### config.mk
export PLATFORM = sky130hd
export DESIGN_NAME = lp_wake_timer
export DESIGN_NICKNAME = d
export VERILOG_FILES = /design/src/rtl/lpwt_pkg.sv /design/src/rtl/lpwt_mode_arb.sv /design/src/rtl/lpwt_seq.sv /design/src/rtl/lp_wake_timer.sv
export SDC_FILE = /design/constraint.sdc
export NUM_CORES = 1
export LEC_CHECK = 0
export BUFFER_PORTS_ARGS = -buffer_cell sky130_fd_sc_hd__buf_4
export CAP_MARGIN = 20
export CORE_MARGIN = 2
export CORE_UTILIZATION = 40
export CTS_CLUSTER_DIAMETER = 100
export DETAILED_ROUTE_END_ITERATION = 8
export GPL_TIMING_DRIVEN = 0
export SLEW_MARGIN = 15
export SYNTH_ARGS = -nofsm -noshare
export SYNTH_HDL_FRONTEND = slang
export SYNTH_SLANG_ARGS = --single-unit
### constraint.sdc
create_clock -name clk -period 4.9 [get_ports clk]
set_clock_uncertainty 0.2 [all_clocks]
set_input_delay 0.49 -clock clk [delete_from_list [all_inputs] [get_ports clk]]
set_output_delay 0.49 -clock clk [all_outputs]
set_load 0.01 [all_outputs]
### src/rtl/lpwt_pkg.sv
package lpwt_pkg;
    localparam int CODE_W = 3;

    typedef enum logic [1:0] {
        MODE_NONE = 2'b00,
        MODE_CYC  = 2'b01,
        MODE_FRC  = 2'b10
    } wake_mode_e;

    typedef enum logic [1:0] {
        PH_WAIT   = 2'b00,
        PH_SETTLE = 2'b01,
        PH_DONE   = 2'b10
    } seq_phase_e;

    typedef struct packed {
        logic cyc;
        logic frc;
        logic in_en;
        logic sw_any;
    } mode_req_t;

    typedef struct packed {
        seq_phase_e phase;
        logic       have_ref;
        logic       ref_lvl;
    } seq_state_t;

    function automatic int unsigned period_cycles(input int unsigned base,
                                                  input logic [CODE_W-1:0] code);
        return base << code;
    endfunction
endpackage

### src/rtl/lpwt_mode_arb.sv
module lpwt_mode_arb
    import lpwt_pkg::*;
(
    input  logic       clk,
    input  logic       rst,
    input  mode_req_t  req,
    output wake_mode_e mode
);
    wake_mode_e mode_nx;

    always_comb begin
        mode_nx = mode;
        unique case (mode)
            MODE_NONE: begin
                if (req.cyc && !req.frc && req.in_en)
                    mode_nx = MODE_CYC;
                else if (req.frc && !req.cyc && !req.sw_any)
                    mode_nx = MODE_FRC;
            end
            MODE_CYC: if (!req.cyc || !req.in_en) mode_nx = MODE_NONE;
            MODE_FRC: if (!req.frc) mode_nx = MODE_NONE;
            default:  mode_nx = MODE_NONE;
        endcase
    end

    always_ff @(posedge clk) begin
        if (rst) mode <= MODE_NONE;
        else     mode <= mode_nx;
    end
endmodule

### src/rtl/lpwt_seq.sv
module lpwt_seq
    import lpwt_pkg::*;
#(
    parameter int NUM_SW     = 2,
    parameter int BASE_CYC   = 8,
    parameter int SETTLE_CYC = 4
) (
    input  logic              clk,
    input  logic              rst,
    input  wake_mode_e        mode,
    input  logic [CODE_W-1:0] period_code,
    input  logic [NUM_SW-1:0] sw_en,
    input  logic              lp_active,
    input  logic              wake_in,
    output logic [NUM_SW-1:0] sw_drive,
    output logic              wake_req
);
    localparam int MAX_PERIOD = BASE_CYC << ((1 << CODE_W) - 1);
    localparam int MAX_COUNT  = (MAX_PERIOD > SETTLE_CYC) ? MAX_PERIOD : SETTLE_CYC;
    localparam int CNT_W      = $clog2(MAX_COUNT + 1);
    localparam logic [CNT_W-1:0] SETTLE_LAST = CNT_W'(SETTLE_CYC - 1);

    seq_state_t       st;
    logic [CNT_W-1:0] cnt;
    logic [CNT_W-1:0] wait_last;
    logic             run;
    logic             drive_on;

    assign run       = lp_active && (mode != MODE_NONE);
    assign wait_last = CNT_W'(period_cycles(BASE_CYC, period_code) - 1);
    assign drive_on  = run && (mode == MODE_CYC) && (st.phase == PH_SETTLE);

    for (genvar i = 0; i < NUM_SW; i++) begin : g_drive
        assign sw_drive[i] = drive_on & sw_en[i];
    end

    always_ff @(posedge clk) begin
        if (rst || !run) begin
            cnt         <= '0;
            st.phase    <= PH_WAIT;
            st.have_ref <= 1'b0;
            st.ref_lvl  <= 1'b0;
            wake_req    <= 1'b0;
        end else begin
            wake_req <= 1'b0;
            unique case (st.phase)
                PH_WAIT: begin
                    if (cnt >= wait_last) begin
                        cnt <= '0;
                        if (mode == MODE_CYC) begin
                            st.phase <= PH_SETTLE;
                        end else begin
                            st.phase <= PH_DONE;
                            wake_req <= 1'b1;
                        end
                    end else begin
                        cnt <= cnt + 1'b1;
                    end
                end
                PH_SETTLE: begin
                    if (cnt >= SETTLE_LAST) begin
                        cnt         <= '0;
                        st.phase    <= PH_WAIT;
                        st.have_ref <= 1'b1;
                        st.ref_lvl  <= wake_in;
                        if (st.have_ref && (st.ref_lvl != wake_in))
                            wake_req <= 1'b1;
                    end else begin
                        cnt <= cnt + 1'b1;
                    end
                end
                default: st.phase <= PH_DONE;
            endcase
        end
    end
endmodule

### src/rtl/lp_wake_timer.sv
module lp_wake_timer
    import lpwt_pkg::*;
#(
    parameter int NUM_SW     = 2,
    parameter int BASE_CYC   = 8,
    parameter int SETTLE_CYC = 4
) (
    input  logic              clk,
    input  logic              rst,
    input  logic              cyc_req,
    input  logic              frc_req,
    input  logic              wake_in_en,
    input  logic [NUM_SW-1:0] sw_en,
    input  logic [CODE_W-1:0] period_code,
    input  logic              lp_active,
    input  logic              wake_in,
    output logic [NUM_SW-1:0] sw_drive,
    output logic              wake_req,
    output logic [1:0]        mode_o
);
    mode_req_t  req;
    wake_mode_e mode;

    assign req.cyc    = cyc_req;
    assign req.frc    = frc_req;
    assign req.in_en  = wake_in_en;
    assign req.sw_any = |sw_en;
    assign mode_o     = mode;

    lpwt_mode_arb u_arb (
        .clk  (clk),
        .rst  (rst),
        .req  (req),
        .mode (mode)
    );

    lpwt_seq #(
        .NUM_SW     (NUM_SW),
        .BASE_CYC   (BASE_CYC),
        .SETTLE_CYC (SETTLE_CYC)
    ) u_seq (
        .clk         (clk),
        .rst         (rst),
        .mode        (mode),
        .period_code (period_code),
        .sw_en       (sw_en),
        .lp_active   (lp_active),
        .wake_in     (wake_in),
        .sw_drive    (sw_drive),
        .wake_req    (wake_req)
    );
endmodule

==> results of run 1 <==
==> stage by stage <==
stage | setup slack (ns) | cells
2_1_floorplan | 1.20 | 150
3_3_place_gp | 0.837 | 197
3_5_place_dp | 0.802 | 197
4_1_cts | 1.11 | 201
5_1_grt | 0.900 | 201
6_report | 1.10 | 201
==> registers in the layout, indices dropped and copies added (netlist names) <==
name	cells
u_seq.st	4
u_arb.mode	2
u_seq.wake_req	1
u_seq.cnt	11
==> how the worst max path moves through the flow <==
stage	startpoint	to	slack (ns)
2_1_floorplan	period_code[1]	u_seq.cnt[9]	1.20
3_3_place_gp	period_code[1]	u_seq.cnt[5]	0.84
3_5_place_dp	period_code[1]	u_seq.cnt[5]	0.80
4_1_cts	period_code[1]	u_seq.cnt[5]	1.11
5_1_grt	period_code[1]	u_seq.cnt[4]	0.90
6_report	period_code[1]	u_seq.cnt[4]	1.10
==> worst max-delay path, stage by stage <==
cell	delay (ns)
buf_4	0.13
or3_1	0.39
ha_1	0.21
clkbuf_1	0.17
a21o_1	0.20
a21oi_1	0.18
ha_1	0.25
and4_1	0.21
nor4b_1	0.14
a2111o_1	0.47
a2111o_1	0.55
or3_1	0.38
o21ai_1	0.07
==> synth_stat cells (all sizes together) <==
master | instances | share of area [%]
a211oi | 3 | 2.4
and2 | 1 | 0.54
nand3 | 15 | 6.5
ha | 10 | 11
and3 | 2 | 1.1
nor2 | 12 | 3.9
nand4 | 3 | 1.6
nor2b | 2 | 1.1
nor3 | 5 | 2.2
xor2 | 3 | 2.3
o211ai | 1 | 0.65
or3 | 10 | 5.4
inv | 9 | 2.9
clkbuf | 4 | 1.3
nor4 | 2 | 1.1
mux2i | 1 | 0.86
nand2 | 16 | 5.2
dfxtp | 18 | 31
a21oi | 11 | 4.7
o311ai | 1 | 0.75
o21ai | 4 | 1.7
a22o | 1 | 0.75
a31oi | 1 | 0.54
o211a | 2 | 1.7
a21o | 4 | 2.7
and4 | 4 | 3.0
a2111o | 2 | 1.9
nor4b | 1 | 0.75
conb | 1 | 0.32
nand3b | 1 | 0.65
==> power by group through the flow <==
stage | Clock (mW) | Combinational [mW] | Sequential [mW]
5_1_grt | 0.103 | 0.0307 | 0.148
4_1_cts | 0.0971 | 0.0269 | 0.148
3_5_place_dp | 0 | 0.0268 | 0.151
6_report | 0.0938 | 0.0269 | 0.148
2_1_floorplan | 0 | 0.0143 | 0.151
3_3_place_gp | 0 | 0.0259 | 0.151
==> area by class of cell <==
type | instances | share of cell area [%]
multi-input cells | 119 | 55.5
flip-flops and latches | 18 | 26.5
repair buffers | 16 | 8.84
well taps | 31 | 2.85
clock buffers | 4 | 2.67
inverters | 9 | 2.49
plain buffers | 4 | 1.10
==> routing by layer <==
metal,up-vias,GRT usage [%]
li1,592,-
met1,513,22.6
met2,26,28.9
met3,6,3.57
met4,0,5.32
met5,-,0
==> kinds of logic after synthesis <==
group	after synthesis
simple gates	74
mux	1
xor+xnor	3
buf+inv	13
fa+ha+maj	10
flops	18
other cells	1
compound gates	30
==> summary.txt, run 1 <==
Power
  – Total net switching power: 0.0625 mW
  – VDD IR max: about 0.13 mV
  – Clock share of power: approximately a third
  – Part of the total power dissipated in sequential elements: a little under three fifths
  – Power, Total: roughly 0.27 mW
  – Leakage power: just under 0.6 nW
  – Internal cell power: approximately 0.21 mW
  – Sw Ratio: 23.3%
  – Power Dens Cells: just under 200 mW/mm2
  – Portion of total power attributed to combinational logic: 10.0%

Timing
  – Post-layout min period: roughly 3.8 ns
  – Relative slew margins: between 50% and 60%
  – # setup viols final: 0
  – RSZ-0062 raised after global routing: no
  – Worst Tran Pin Value: around 0.7 ns
  – Number of failing hold endpoints at the final stage: 0
  – Maximum achievable frequency: 263 MHz
  – Number of pins exceeding their max-slew limit in the final report: 0
  – Total Neg Setup Slack: 0 ns
  – Final hold slack: between 0.1 and 0.15 ns
  – Post-route clock period utilization: between 70% and 80%

Cells and area
  – Share of final-layout standard cells stronger than drive strength 1: between 10% and 20%
  – Final instance area: roughly 0.0014 mm2
  – Utilization after layout: about half
  – Commonest cells after routing, fill and taps aside: dfxtp_1 (18), nand2_1 (16), buf_4 (16)
  – Area taken by multi-input logic gates: around 750 um2
  – Leading cell type in the layout, fill and taps excluded: dfxtp_1
  – Area added between synthesis and finish: 16.8%
  – Register cell area after layout: between 300 and 400 um2
  – Number of nets in the layout: between 150 and 200
  – Inserted Diodes: 0
  – Count of filler cells inserted in the layout: between 200 and 300

Synth
  – Synthesized area: ~0.0012 mm2
  – Avg Cell Area, Syn: about 7.8 um2
  – Seq/Total Area, Yosys: a little under a third
  – Cell variety after synth: 33
  – Seq cells post-synth: 18
  – Portion of netlist area occupied by mux cells: less than 1%
  – Yosys warns: 0
  – Compound-Gate Fraction of Synth Area: between 15 and 20%
  – Net count after synthesis: ~170
  – Area share of xor/xnor cells in the synthesized design: around 2.3%
  – Count of mapped cells out of synthesis: 150
  – Area share of fa/ha/maj cells after synthesis: roughly 11%
  – Area share of and/or/nand/nor cells after synthesis: approximately 33%
  – Dominant combinational cell family by area after synthesis: simple AND/OR/NAND/NOR gates

Clock tree
  – Number of buffers inserted to repair setup after CTS: 0
  – Post-CTS Resized: 0
  – Maximum level of the CTS H-tree: 1
  – Clock input transition at the sequential cells of the worst setup and hold paths: roughly 0.11 ns
  – TritonCTS Buffers: 3
  – Clock latency at the later pin of the worst-skew pair: 0.29 ns
  – CTS tree: built
  – Clock tree root driver cell: clkbuf_4
  – Number of sinks driven by the clock tree: 18
  – Bufs on Longest Clock Path: 2
  – Post-CTS Hold Buffers: 0

Routing
  – DRC violation total after the first TritonRoute iteration: 42
  – Final routed DRC violation total: 0
  – Mean routed wirelength per cell: ~13 um
  – Residual antenna-violating net count after detailed routing: 0
  – M1 WL: 1240 um
  – Pre-antenna DRT Iters: 4
  – Vias: 1,137
  – Metal3 WL: ~110 um
  – Met2 wirelength from detailed routing: approximately 1100 um
  – Top routing layer used: met4
  – Number of vias per cell after detailed routing: about 5.7
  – Total length of routed wires: approximately 2500 um

GRT
  – Via count of the first global-routing pass: ~1,100
  – Wire length of the first global-routing pass: between 4000 and 5000 um
  – Global route total overflow: 0
  – Initial antenna violation count: 0
  – Combined global-route utilization of all metal layers: approximately 17%
  – Pin count of the biggest net entering global routing: 11

Worst setup path
  – Origin of the critical flop-to-flop path: u_seq.cnt[6]
  – Kind of launch point of the worst setup path: input pin
  – Worst R2R Setup Slack: between 2 and 2.5 ns
  – Worst Path Arrival: ~3.8 ns
  – Crit path capture type: flop
  – Data required, critical path: just under 5 ns
  – Worst Setup Path Type: input pin to flop
  – Worst Reg2Reg Path Length in Cells: 7
  – Terminus of the critical flop-to-flop path: u_seq.cnt[4]
  – Crit Path Max Fanout: 7

Place
  – Number of port buffers: 16
  – HPWL after DPL: slightly below 2000 um
  – Final weighted congestion in routability-driven placement: ~0.76
  – Instance area at placement: between 0.001 and 0.0015 mm2

Die
  – Die W: about 58 um
  – Initial Utilization: a little over two fifths
  – Die area: around 0.0034 mm2
  – Vertical die dimension: around 58 um
  – Core box area: between 0.002 and 0.003 mm2
  – Site Rows: 19
  – Number of I/O pins: 17

Worst hold path
  – Launch instance of the worst min-delay path: rst
  – Hold EP: u_arb.mode[0]
  – Type of the most critical hold path: input pin to flop
  – Worst Hold Depth: 2

Status
  – Run status: complete, no violations

Job
  – Number of max-capacitance violations reported: 0
(Power assumes the default switching activity.)
==> inputs of run 2 (changes only) <==
ABC_AREA = 1   (was unset)
clock period = 3.4 ns   (was 4.9 ns; I/O delays follow)
==> run 2 against run 1 <==
Sequential share of layout area down 3.0 points. Worst hold slack worse by 0.11 ns. Cell count up 35%. Clock power up 11%. Final area up 13%. Utilization about the same. Setup slack worse by 0.20 ns. Total power up 34%. Sequential cell count unchanged. Count of clock-buffer cells in the layout down 1. Combinational power up 60%. Critical path type unchanged. Critical endpoint is now u_seq.cnt[10]. Largest power group unchanged.
==> summary.txt, run 2 <==
Clock tree
  – Post-CTS Resized: 0 (unchanged)
  – Number of sinks driven by the clock tree: 18 (unchanged)
  – Post-CTS Hold Buffers: 0 (unchanged)
  – CTS tree: built
  – Number of buffers inserted to repair setup after CTS: 0 (unchanged)
  – Clock tree root driver cell: clkbuf_4
  – Bufs on Longest Clock Path: 2 (unchanged)
  – Clock latency at the later pin of the worst-skew pair: 0.29 ns (about the same)
  – Clock input transition at the sequential cells of the worst setup and hold paths: 0.10 ns (about the same)
  – Maximum level of the CTS H-tree: 1 (unchanged)
  – TritonCTS Buffers: 3 (unchanged)

Timing
  – Number of pins exceeding their max-slew limit in the final report: 0 (unchanged)
  – Post-route clock period utilization: between 70% and 80%
  – Total Neg Setup Slack: 0 ns (unchanged)
  – Post-layout min period: approximately 2.5 ns
  – Maximum achievable frequency: around 400 MHz
  – # setup viols final: 0 (unchanged)
  – RSZ-0062 raised after global routing: no
  – Number of failing hold endpoints at the final stage: 0 (unchanged)

Routing
  – Final routed DRC violation total: 0 (unchanged)
  – Residual antenna-violating net count after detailed routing: 0 (unchanged)
  – DRC violation total after the first TritonRoute iteration: 54 (+29%)
  – Pre-antenna DRT Iters: 4 (unchanged)
  – Number of vias per cell after detailed routing: 4.58 (-19%)
  – Mean routed wirelength per cell: 9.56 um (-24%)
  – Vias: 1,241 (+9.1%)
  – Total length of routed wires: 2590 um (+2.5%)

Synth
  – Top cell types by occurrence after synthesis: nand2_1 (58), inv_1 (32), nor2_1 (24)
  – Count leader, synth: nand2_1
  – Yosys top cell area share: 27.1% (-3.9 points)
  – Yosys warns: 0 (unchanged)
  – Synthesized area: 0.00133 mm2 (+14%)
  – Seq/Total Area, Yosys: 27.1% (-3.9 points)
  – Post-synthesis async set-or-reset flop share: 0% (unchanged)
  – Leading register cell type out of synthesis: dfxtp_1
  – Count of mapped cells out of synthesis: 208 (+39%)
  – Dominant cells by area after synthesis: dfxtp_1 (27%), nand2_1 (16%), ha_1 (9.4%)
  – Cell variety after synth: 28 (-15%)
  – Dominant cell type by area after synthesis: dfxtp_1
  – Net count after synthesis: 230 (+34%)
  – Seq cells post-synth: 18 (unchanged)
  – Number of enable flip-flop cells after synthesis: 0 (unchanged)
  – Avg Cell Area, Syn: 6.40 um2 (-17%)

Cells and area
  – Largest register FFs: 11 (unchanged)
  – Share of final-layout standard cells stronger than drive strength 1: 14.5% (+1.6 points)
  – Leading registers by flop count: u_seq.cnt: 11 flops, u_seq.st: 4 flops, u_arb.mode: 2 flops
  – Top reg by flops: u_seq.cnt
  – Inserted Diodes: 0 (unchanged)
  – Utilization after layout: 49.3% (about the same)
  – Number of nets in the layout: 251 (+30%)
  – Final instance area: 0.00153 mm2 (+13%)
  – Final cell count without fillers: 271 (+35%)
  – Commonest cells after routing, fill and taps aside: nand2_1 (58), inv_1 (32), nor2_1 (24)
  – Leading cell type in the layout, fill and taps excluded: nand2_1
  – Area added between synthesis and finish: 14.8%

Status
  – Run status: complete, no violations

Worst setup path
  – Crit Path Max Fanout: 8 (+1)
  – Worst Path Arrival: 2.54 ns (-1.30 ns)
  – Worst Reg2Reg Path Length in Cells: 8 (+1)
  – Slowest library cell on the worst path: ha_1
  – Crit path capture type: flop
  – Crit path top cell by count: inv_1
  – Series of cell instances along the critical path: buf_4, nor2_1, inv_1, nor2_1, inv_1, ha_1, inv_1, xor2_1, nand3_1, ha_1, nand2_1, inv_1, a21oi_1, nand4_1, nand2_2, nand2_1, a21oi_1
  – Delay of the slowest cell on the worst path: 0.27 ns (-0.28 ns)
  – Kind of launch point of the worst setup path: input pin
  – Worst Setup Path Type: input pin to flop
  – Data required, critical path: 3.43 ns (-1.51 ns)

Place
  – Instance area at placement: 0.00151 mm2 (+14%)
  – Final weighted congestion in routability-driven placement: 0.799 (+5.3%)
  – Total instance count after detailed placement: 268 (+36%)
  – HPWL after DPL: 2100 um (+8.7%)
  – Number of port buffers: 16 (unchanged)

Die
  – Core box area: 0.00310 mm2 (+13%)
  – Die W: 61.7 um (+6.5%)
  – Site Rows: 20 (+1)
  – Vertical die dimension: 61.7 um (+6.5%)
  – Initial Utilization: 42.9% (+0.71 points)
  – Die area: 0.00381 mm2 (+13%)
  – Number of I/O pins: 17 (unchanged)

GRT
  – Wire length of the first global-routing pass: 4830 um (+4.5%)
  – Global route total overflow: 0 (unchanged)
  – Combined global-route utilization of all metal layers: 16.8% (-0.54 points)
  – Initial antenna violation count: 0 (unchanged)
  – Via count of the first global-routing pass: 1,165 (+9.0%)
  – Pin count of the biggest net entering global routing: 11 (unchanged)

Power
  – Power Dens Cells: 235 mW/mm2 (+19%)
  – Power, Total: 0.360 mW (+34%)
  – Sw Ratio: 24.0% (+0.74 points)
  – Portion of total power attributed to combinational logic: 11.9% (+1.9 points)
  – Clock share of power: 28.9% (-6.1 points)
  – Part of the total power dissipated in sequential elements: 59.2% (+4.2 points)
  – VDD IR max: 0.132 mV (+4.7%)
  – Leakage power: 0.739 nW (+25%)
  – Internal cell power: 0.273 mW (+33%)
  – Total net switching power: 0.0865 mW (+38%)

Job
  – Number of max-capacitance violations reported: 0 (unchanged)

Worst hold path
  – Worst Hold Depth: 2 (unchanged)
  – Type of the most critical hold path: input pin to flop
run 2: cells by family (layout without fill, tap and decap cells):
kind of cell	count (synthesis)	after routing	share of synthesized area, %
buffers and inverters	34	53	9.68
AO/OA/AOI/OAI	23	23	10.5
AND/OR/NAND/NOR	112	112	36.5
adder cells (fa/ha/maj)	10	10	9.40
flip-flops	18	18	27.1
XOR/XNOR	10	10	6.58
other	1	1	0.282
run 2: power by group through the flow:
stage / Combinational (mW) / Clock (mW) / Sequential [mW]
final: 0.0430 / 0.104 / 0.213
after global routing: 0.0505 / 0.120 / 0.213
after CTS: 0.0437 / 0.110 / 0.213
after detailed placement: 0.0437 / 0 / 0.218
after global placement: 0.0435 / 0 / 0.218
after floorplan: 0.0253 / 0 / 0.218
run 2: critical path, delay by kind of cell:
family	cells	cell delay (ns)
XOR/XNOR	1	0.14
buffers and inverters	5	0.39
AO/OA/AOI/OAI	2	0.35
AND/OR/NAND/NOR	7	0.82
adder cells (fa/ha/maj)	2	0.48
run 2: metal layers:
layer | wire, um | vias up | track usage (%) | share of wire, %
met1 | 1350 | 528 | 22.4 | 52
met5 | 0 | - | 0 | 0
met3 | 86 | 4 | 3.11 | 3.3
met4 | 25 | 0 | 4.56 | 0.96
met2 | 1130 | 15 | 28.0 | 43
li1 | - | 694 | - | -
run 2: cell type report:
class / count / area (um2)
Buffer: 2 / 8.76
Clock buffer: 3 / 22.5
Fill cell: 363 / 1570
Inverter: 32 / 120
Multi-Input combinational cell: 156 / 842
Sequential cell: 18 / 360
Tap cell: 44 / 55.1
Timing Repair Buffer: 16 / 120
run 2: stage by stage:
stage               hold WS, ns  worst slack, ns
floorplan                 0.230             1.01
global placement          0.248            0.543
detailed placement        0.246            0.555
CTS                      0.0314            0.875
global route             0.0349            0.530
finish                   0.0381            0.891
run 2: worst paths after layout:
check,start,to,slack (ns)
min reg2reg,u_seq.st[1],u_seq.st[1],0.26
max reg2reg,u_seq.cnt[9],u_seq.cnt[10],1.53
max,period_code[1],u_seq.cnt[10],0.89
min,rst,u_arb.mode[0],0.04
==> inputs of run 3 (changes only) <==
ABC_AREA = 0   (was 1)
clock period = 2.2 ns   (was 3.4 ns; I/O delays follow)
==> run 3 against run 2 <==
The flow now finishes with violations (negative setup slack). Critical path depth down 2. Largest cell class unchanged. Critical endpoint is now u_seq.cnt[0]. Combinational power up 85%. Setup slack worse by 1.7 ns. Total power up 72%. Count of clock-buffer cells in the layout up 1. Non-clock buffer count up 11. Worst hold slack better by 0.034 ns.
==> summary.txt, run 3 (synthesized netlist as in run 1, its figures left out) <==
Worst setup path
  – Worst Path Arrival: 3.07 ns (+0.53 ns)
  – Crit path capture type: flop
  – Data required, critical path: 2.23 ns (-1.20 ns)
  – Crit Path Max Fanout: 6 (-2)
  – Kind of launch point of the worst setup path: input pin
  – Worst Setup Path Type: input pin to flop

GRT
  – Global route total overflow: 0 (unchanged)
  – Pin count of the biggest net entering global routing: 11 (unchanged)
  – Wire length of the first global-routing pass: 4800 um (-0.58%)
  – Combined global-route utilization of all metal layers: 18.1% (+1.3 points)
  – Via count of the first global-routing pass: 1,093 (-6.2%)
  – Initial antenna violation count: 0 (unchanged)

Clock tree
  – Bufs on Longest Clock Path: 2 (unchanged)
  – Maximum level of the CTS H-tree: 1 (unchanged)
  – Clock latency at the later pin of the worst-skew pair: 0.30 ns (about the same)
  – TritonCTS Buffers: 3 (unchanged)
  – CTS tree: built
  – Clock tree root driver cell: clkbuf_4
  – Clock input transition at the sequential cells of the worst setup and hold paths: 0.10 ns (about the same)
  – Number of sinks driven by the clock tree: 18 (unchanged)

Routing
  – Residual antenna-violating net count after detailed routing: 0 (unchanged)
  – Final routed DRC violation total: 0 (unchanged)
  – DRC violation total after the first TritonRoute iteration: 45 (-17%)
  – Pre-antenna DRT Iters: 4 (unchanged)
  – Total length of routed wires: 2900 um (+12%)
  – Vias: 1,161 (-6.4%)
  – Number of vias per cell after detailed routing: 5.53 (+21%)
  – Mean routed wirelength per cell: 13.8 um (+44%)

Cells and area
  – Largest register FFs: 11 (unchanged)
  – Area taken by multi-input logic gates: 848 um2 (+0.74%)
  – Share of final-layout standard cells stronger than drive strength 1: 24.0% (+9.5 points)
  – Number of nets in the layout: 202 (-20%)
  – Register cell area after layout: 360 um2 (unchanged)
  – Leading registers by flop count: u_seq.cnt: 11 flops, u_seq.st: 4 flops, u_arb.mode: 2 flops
  – Top reg by flops: u_seq.cnt
  – Commonest cells after routing, fill and taps aside: buf_4 (20), dfxtp_1 (18), nand2_1 (15)
  – Count of filler cells inserted in the layout: 272 (-25%)
  – Inserted Diodes: 0 (unchanged)
  – Final instance area: 0.00155 mm2 (+1.1%)
  – Area added between synthesis and finish: 32.9%
  – Leading cell type in the layout, fill and taps excluded: buf_4

Die
  – Number of I/O pins: 17 (unchanged)
  – Initial Utilization: 42.2% (-0.71 points)
  – Site Rows: 19 (-5.0%)
  – Die W: 57.9 um (-6.1%)
  – Core box area: 0.00276 mm2 (-11%)
  – Vertical die dimension: 57.9 um (-6.1%)
  – Die area: 0.00336 mm2 (-12%)

Timing
  – Post-layout min period: ~3.0 ns
  – Number of failing hold endpoints at the final stage: 0 (unchanged)
  – Post-route clock period utilization: 138%
  – RSZ-0062 raised after global routing: yes
  – Worst Tran Pin Value: around 0.55 ns
  – # setup viols final: 14 (+14)
  – Fin worst setup slack: -0.839 ns (-1.73 ns)
  – Number of pins exceeding their max-slew limit in the final report: 0 (unchanged)
  – Relative slew margins: approximately 63%
  – Maximum achievable frequency: 329 MHz

Status
  – Violations in the final reports: negative setup slack
  – Run status: finished, violations left

Place
  – HPWL after DPL: 2040 um (-2.6%)
  – Number of port buffers: 16 (unchanged)
  – Final weighted congestion in routability-driven placement: 0.750 (-6.0%)
  – Worst slack at placement: -1.40 ns (-1.96 ns)
  – Instance area at placement: 0.00136 mm2 (-10%)

Worst hold path
  – Type of the most critical hold path: input pin to flop

Power
  – VDD IR max: 0.346 mV (+160%)
  – Leakage power: 0.680 nW (-8.0%)
  – Power Dens Cells: 399 mW/mm2 (+70%)

Job
  – Number of max-capacitance violations reported: 0 (unchanged)
==> run 3: through the flow <==
stage | utilization (%) | std cells | setup TNS (ns) | power [mW] | hold slack (ns)
after floorplan | - | 150 | -11.35 | 0.373 | 0.0961
after global placement | 49.1 | 197 | -15.80 | 0.399 | 0.196
after detailed placement | 49.1 | 197 | -16.20 | 0.401 | 0.199
after CTS | 54.4 | 210 | -9.73 | 0.616 | 0.0681
after global routing | 56.1 | 210 | -11.44 | 0.645 | 0.0627
final | 56.1 | 210 | -9.75 | 0.617 | 0.0726
==> run 3: power breakdown <==
| group | switching [mW] | internal (mW) |
|---|---|---|
| clock network | 0.108 | 0.101 |
| logic | 0.0352 | 0.0445 |
| registers | 0.00145 | 0.327 |
==> run 3: critical path: stages <==
cell and delay (ns):
buf_8 0.10, or3_4 0.40, ha_4 0.20, xor2_1 0.16
nor2_1 0.11, a21oi_2 0.05, ha_1 0.30, and4_4 0.16
nor4b_4 0.12, a2111o_1 0.32, buf_4 0.15, buf_6 0.11
a21o_2 0.22, or3_1 0.32, a21oi_2 0.12
==> run 3: area by class of cell <==
class                   instances  share of cell area, %
repair buffers                 26                   14.1
well taps                      31                   2.51
inverters                       9                   2.18
clock buffers                   4                   2.35
multi-input cells             119                   54.9
flip-flops and latches         18                   23.3
plain buffers                   3                  0.728
==> run 3: timing repair <==
item / 4_1_cts / 5_1_grt
resized for setup: 9 / 12
setup endpoints to repair: 14 / 14
setup buffers: 7 / 0
cloned: 0 / 0
hold buffers: 3 / 0
hold endpoints to repair: 3 / 0
pin swaps: 10 / 4
==> run 3: metal layers <==
| metal | vias up | GRT usage, % | part of all wire [%] |
|---|---|---|---|
| li1 | 601 | - | - |
| met1 | 543 | 22.3 | 45 |
| met2 | 15 | 32.6 | 52 |
| met3 | 2 | 4.24 | 2.7 |
| met4 | 0 | 2.99 | 0.59 |
| met5 | - | 0 | 0 |
==> run 3: path summary, 6_finish.rpt <==
| check | start | to | slack (ns) | depth (start not counted) |
|---|---|---|---|---|
| hold reg to reg | u_seq.st[1] | u_seq.st[1] | 0.30 | 2 |
| hold / removal | sw_en[0] | u_arb.mode[1] | 0.07 | 3 |
| setup / recovery | period_code[2] | u_seq.cnt[0] | -0.84 | 15 |
| setup reg to reg | u_seq.cnt[0] | u_seq.cnt[5] | -0.51 | 8 |
